--- src/rtl/uart_rx_mv.sv ---
`timescale 1ns/1ps
module uart_rx_mv (
  input  logic       clk,
  input  logic       rst_n,
  input  logic       os_tick,
  input  logic       rx_en,
  input  logic       dbl_speed,
  input  logic [3:0] data_bits,
  input  logic [1:0] par_mode,
  input  logic       rxd,
  input  logic       rd,
  output logic [8:0] rd_data,
  output logic       rd_ferr,
  output logic       rd_perr,
  output logic       rx_avail,
  output logic       ovr,
  output logic       rts
);
  localparam int DW = 9;
  localparam int EW = DW + 2;

  logic [1:0]    sync;
  logic          last_s, busy, v0, v1, pbit;
  logic [3:0]    cnt, bitn, nd;
  logic [DW-1:0] sreg;
  logic [EW-1:0] buf0, buf1;
  logic [1:0]    count;

  wire rx_s = sync[1];

  always_comb begin
    if (data_bits < 4'd5)      nd = 4'd5;
    else if (data_bits > 4'd9) nd = 4'd9;
    else                       nd = data_bits;
  end

  wire          par_en   = par_mode[1];
  wire [3:0]    mid      = dbl_speed ? 4'd3 : 4'd7;
  wire [3:0]    last_cnt = dbl_speed ? 4'd7 : 4'd15;
  wire [3:0]    stop_idx = nd + {3'b000, par_en} + 4'd1;
  wire          decide   = busy && os_tick && (cnt == mid + 4'd2);
  wire          maj      = (v0 & v1) | (v0 & rx_s) | (v1 & rx_s);
  wire          at_stop  = decide && (bitn == stop_idx);
  wire          pop      = rd && (count != 2'd0);
  wire          push_ok  = at_stop && ((count != 2'd2) || pop);
  wire [DW-1:0] dalign   = sreg >> (4'd9 - nd);
  wire          perr_n   = par_en && ((^dalign) ^ pbit ^ par_mode[0]);
  wire [EW-1:0] entry    = {~maj, perr_n, dalign};

  always_ff @(posedge clk) begin
    if (!rst_n) begin
      sync <= 2'b11; last_s <= 1'b0; busy <= 1'b0;
      cnt <= '0; bitn <= '0; v0 <= 1'b0; v1 <= 1'b0; pbit <= 1'b0; sreg <= '0;
    end else begin
      sync <= {sync[0], rxd};
      if (!rx_en) begin
        busy <= 1'b0; last_s <= 1'b0;
      end else if (os_tick) begin
        last_s <= rx_s;
        if (!busy) begin
          if (last_s && !rx_s) begin
            busy <= 1'b1; cnt <= 4'd1; bitn <= 4'd0;
          end
        end else begin
          if (cnt == mid)         v0 <= rx_s;
          if (cnt == mid + 4'd1)  v1 <= rx_s;
          if (decide) begin
            if (bitn == 4'd0) begin
              if (maj) busy <= 1'b0;
            end else if (bitn == stop_idx) busy <= 1'b0;
            else if (bitn > nd)          pbit <= maj;
            else                         sreg <= {maj, sreg[DW-1:1]};
          end
          if (cnt == last_cnt) begin
            cnt <= 4'd0; bitn <= bitn + 4'd1;
          end else cnt <= cnt + 4'd1;
        end
      end
    end
  end

  always_ff @(posedge clk) begin
    if (!rst_n) begin
      count <= 2'd0; ovr <= 1'b0; buf0 <= '0; buf1 <= '0;
    end else if (!rx_en) begin
      count <= 2'd0; ovr <= 1'b0;
    end else begin
      if (pop) buf0 <= buf1;
      case ({push_ok, pop})
        2'b10: begin
          if (count == 2'd0) buf0 <= entry; else buf1 <= entry;
          count <= count + 2'd1;
        end
        2'b01: count <= count - 2'd1;
        2'b11: if (count == 2'd1) buf0 <= entry; else buf1 <= entry;
        default: ;
      endcase
      if (at_stop && !push_ok) ovr <= 1'b1;
      else if (pop)            ovr <= 1'b0;
    end
  end

  assign rd_data  = buf0[DW-1:0];
  assign rd_perr  = buf0[DW];
  assign rd_ferr  = buf0[DW+1];
  assign rx_avail = (count != 2'd0);
  assign rts      = (count != 2'd2);

  AST_FLUSH_ON_DISABLE: assert property (@(posedge clk) disable iff (!rst_n) !rx_en |=> (!rx_avail && !ovr));
  AST_ABORT_ON_DISABLE: assert property (@(posedge clk) disable iff (!rst_n) !rx_en |=> !busy);
  AST_OVR_ONLY_WHEN_FULL: assert property (@(posedge clk) disable iff (!rst_n) $rose(ovr) |-> ($past(count) == 2'd2));
  AST_NO_SILENT_POP: assert property (@(posedge clk) disable iff (!rst_n) (count < $past(count)) |-> ($past(rd) || !$past(rx_en)));
  AST_RTS_BACK_ON_READ: assert property (@(posedge clk) disable iff (!rst_n) $rose(rts) |-> ($past(rd) || !$past(rx_en)));
  AST_NO_OVERFLOW: assert property (@(posedge clk) disable iff (!rst_n) count != 2'd3);
endmodule

--- config.mk ---
export PLATFORM = sky130hd
export DESIGN_NAME = uart_rx_mv
export DESIGN_NICKNAME = d
export VERILOG_FILES = /design/src/rtl/uart_rx_mv.sv
export SDC_FILE = /design/constraint.sdc
export NUM_CORES = 1
export LEC_CHECK = 0
export BUFFER_PORTS_ARGS = -buffer_cell sky130_fd_sc_hd__buf_2
export CAP_MARGIN = 20
export CELL_PAD_IN_SITES_DETAIL_PLACEMENT = 1
export CELL_PAD_IN_SITES_GLOBAL_PLACEMENT = 1
export CORE_MARGIN = 10
export CORE_UTILIZATION = 40
export CTS_BUF_LIST = sky130_fd_sc_hd__clkbuf_4 sky130_fd_sc_hd__clkbuf_8
export CTS_CLUSTER_DIAMETER = 150
export CTS_CLUSTER_SIZE = 28
export DETAILED_ROUTE_END_ITERATION = 12
export GPL_TIMING_DRIVEN = 1
export PLACE_DENSITY = 0.73
export SLEW_MARGIN = 20
export SYNTH_ARGS = -nofsm -noshare
export SYNTH_HDL_FRONTEND = slang
export SYNTH_SLANG_ARGS = --single-unit
--- constraint.sdc ---
create_clock -name clk -period 2.9 [get_ports clk]
set_input_delay 0.29 -clock clk [delete_from_list [all_inputs] [get_ports clk]]
set_output_delay 0.29 -clock clk [all_outputs]
set_load 0.05 [all_outputs]
==> reports/results.ini <==
[worst_setup_path]
crit_cells = 16
crit_chain = buf_2 > and3b_1 > clkinv_4 > a21o_1 > inv_1 > ha_1 > inv_1 > ha_1 > xor2_1 > nor3_1 > and3_1 > and2_1 > o21ai_0 > o211ai_1 > nand4b_1 > nand3_1
reg2reg_depth = 8
crit_fanout = 4
crit_family = simple AND/OR/NAND/NOR gates
crit_path_end_kind = register
cp_slowest_cell = and3b_1
critPathKind = in -> reg
crit_buf_inv = 4
cp-start-kind = primary input
arrival_ns = 2.91
cp.required_ns = 3.10
slowest_delay_ns = 0.28

[cells_and_area]
final_layout_size_suffix_gt1_share_pct = 18.4
syn_to_final_growth_pct = 15.1
nFillCells = 1066
postLayoutCellArea_sq_um = 3910
n_antenna_cell = 0
layout.nets = 505

[yosys]
async_flop_share_pct = 0
synth_fp_nets = 466
seq_area_frac_synth_pct = 28.9
yosys_register_bits = 49
netlist_top_cells_area = dfxtp_1 (29%), mux2i_1 (6.8%), nor2_1 (6.0%), ha_1 (5.9%), a21oi_1 (5.5%)
synth_common_cells = nor2_1 (54), dfxtp_1 (49), nand2_1 (43)
yosys.area.top_type = dfxtp_1
synth_edf_count = 0
netlist_instances = 437
synth.distinct_cells = 68
netlist.area_leader.share_pct = 28.9
synth-main-ff-cell = dfxtp_1
avgSynthCellArea_sq_um = 7.77
ys_warn_count = 0
syn-cell-area_sq_um = 3390
synth_most_common_cell = nor2_1

[timing]
tns_ns = 0
fmax_mhz = 370
whs_ns = 0.159
tightest_slew_ns = 0.877
max-slew-margin-rel_pct = 41.3
hold_viol_final = 0
finalCritPeriodShare_pct = 93.2
clock-skew-final_ns = 0.00608
setup_violations = 0
slew_violations = 0
fin_ws_ns = 0.196
rsz0062_at_grt = false
timing.final.crit_period_ns = 2.70

[global_routing]
antenna_found_initial = 0
grt_pass1_vias = 3403
grt.total_usage_pct = 15.2
grt_overflow = 0
grt_max_degree = 36
grt_pass1_wl_mm = 16.4

[place]
gp_congestion = 0.785
dp_hpwl_mm = 7.34
place_area_sq_um = 3810
place_ws_ns = -0.181
io_buffers = 26

[clock_network]
htreeDepth = 2
numCtsBuffers = 5
clkSlewWorstSetupHoldPaths_ns = 0.10
cts_buffer_depth = 2
clk_latency_ns = 0.31
holdBufCountCts = 0
tritoncts = done
clock-sinks = 49
cts-root-buf = clkbuf_8

[die]
fp.coreArea_sq_um = 8260
fp.dieArea_sq_um = 12600
dieWidth_microns = 112
die_y_microns = 112
start_util_pct = 41.1
rows = 33
pin_count = 27

[power]
max-vdd-ir-drop_v = 0.000154
switching_share_pct = 29.3
p_switching_uw = 388
pwr-share-seq_pct = 51.7
combPwrFrac_pct = 15.6
power.total_uw = 1320
clkPwrFrac_pct = 32.7
p_leak_uw = 0.00169
p_int_uw = 933
power_density_nw_per_um2 = 338

[hold_path]
min_path_cells = 2
hold_path_class = in -> reg

[status]
outcome = finished, final reports clean

[routing]
vias_per_cell = 5.52
drc_errors = 0
ant_nets = 0
first_pass_iters = 4
drt_wl_total_mm = 9.53
drtIter0Drc = 61
routedWlPerCell_microns = 16.4
via_count = 3211

[job]
cap_violations = 0

-- worst reg2reg max path, stage by stage, from the launching register on --
cell	delay, ns
dfxtp_1	0.35
or4bb_1	0.49
a21oi_1	0.32
nor2_1	0.15
a211oi_1	0.43
nand4_1	0.14
o211a_1	0.21
a2111o_1	0.39
nand3_1	0.06
-- area by class of cell --
| class | count | area, sq um | area share (%) |
|---|---|---|---|
| clock inverter | 3 | 21.3 | 0.545 |
| multi-input combinational | 337 | 2200 | 56.4 |
| inverter | 20 | 80.1 | 2.05 |
| tap | 105 | 131 | 3.36 |
| sequential | 49 | 981 | 25.1 |
| clock buffer | 5 | 68.8 | 1.76 |
| timing repair buffer | 63 | 420 | 10.8 |
-- what timing repair did --
item | in CTS | in global routing
resized for setup | 0 | 2
setup buffers | 0 | 0
setup endpoints to repair | 0 | 5
-- layer usage --
layer  vias up  GRT usage, %  wire (microns)
met3         6          2.98             229
met4         0          3.21              83
met2        30          28.0            4850
li1       1628             -               -
met5         -             0               0
met1      1547          17.7            4370
-- registers in the layout, summed over array words and instances, names as in the netlist --
register / cells
bitn: 4
count: 2
v0: 1
sync: 2
buf0: 11
cnt: 4
pbit: 1
busy: 1
last_s: 1
sreg: 9
ovr: 1
buf1: 11
v1: 1
-- worst paths after layout --
kind	start	end	slack, ns
max	data_bits[3]	buf0[9]	0.20
min	rxd	sync[0]	0.16
max reg2reg	sreg[6]	buf1[9]	0.31
min reg2reg	sync[0]	sync[1]	0.43
-- stage by stage --
| step | cells | util (%) |
|---|---|---|
| after detailed placement | 574 | 46.1 |
| after global placement | 574 | 46.1 |
| after CTS | 582 | 47.2 |
| final | 582 | 47.3 |
| after floorplan | 437 | - |
| after global routing | 582 | 47.3 |
-- logic make-up (layout without fill, tap and decap cells) --
group | count (synthesis) | in the layout | synth area share [%]
and+or+nand+nor | 158 | 158 | 22.7
AOI/OAI and AO/OA | 122 | 122 | 23.7
buffers and inverters | 51 | 91 | 6.38
DFF | 49 | 49 | 28.9
muxes | 27 | 27 | 8.11
adders and majority gates | 17 | 17 | 6.19
xor gates and xnor gates | 13 | 13 | 3.98
-- power by group through the flow --
| stage | logic [uW] | clock network, uW | registers [uW] |
|---|---|---|---|
| finish | 206 | 432 | 683 |
| global route | 227 | 468 | 684 |
| CTS | 207 | 448 | 683 |
| detailed placement | 206 | 0 | 699 |
| global placement | 199 | 0 | 699 |
| floorplan | 120 | 0 | 709 |
-- layout by cell type (no fill, tap or decap), types with 6 or more instances in the layout --
| master | Yosys | routed |
|---|---|---|
| nor2_1 | 54 | 54 |
| dfxtp_1 | 49 | 49 |
| nand2_1 | 43 | 42 |
| a21oi_1 | 37 | 37 |
| buf_4 | 0 | 36 |
| buf_2 | 7 | 26 |
| o21ai_0 | 24 | 24 |
| mux2i_1 | 23 | 23 |
| inv_1 | 18 | 18 |
| ha_1 | 16 | 16 |
| nand3_1 | 11 | 11 |
| o22ai_1 | 9 | 9 |
| nor2b_1 | 7 | 7 |
| nor3_1 | 7 | 7 |
| a211oi_1 | 7 | 7 |
| nand2b_1 | 6 | 6 |
| xor2_1 | 6 | 6 |
Note: power is estimated with default switching activity, not from simulation.
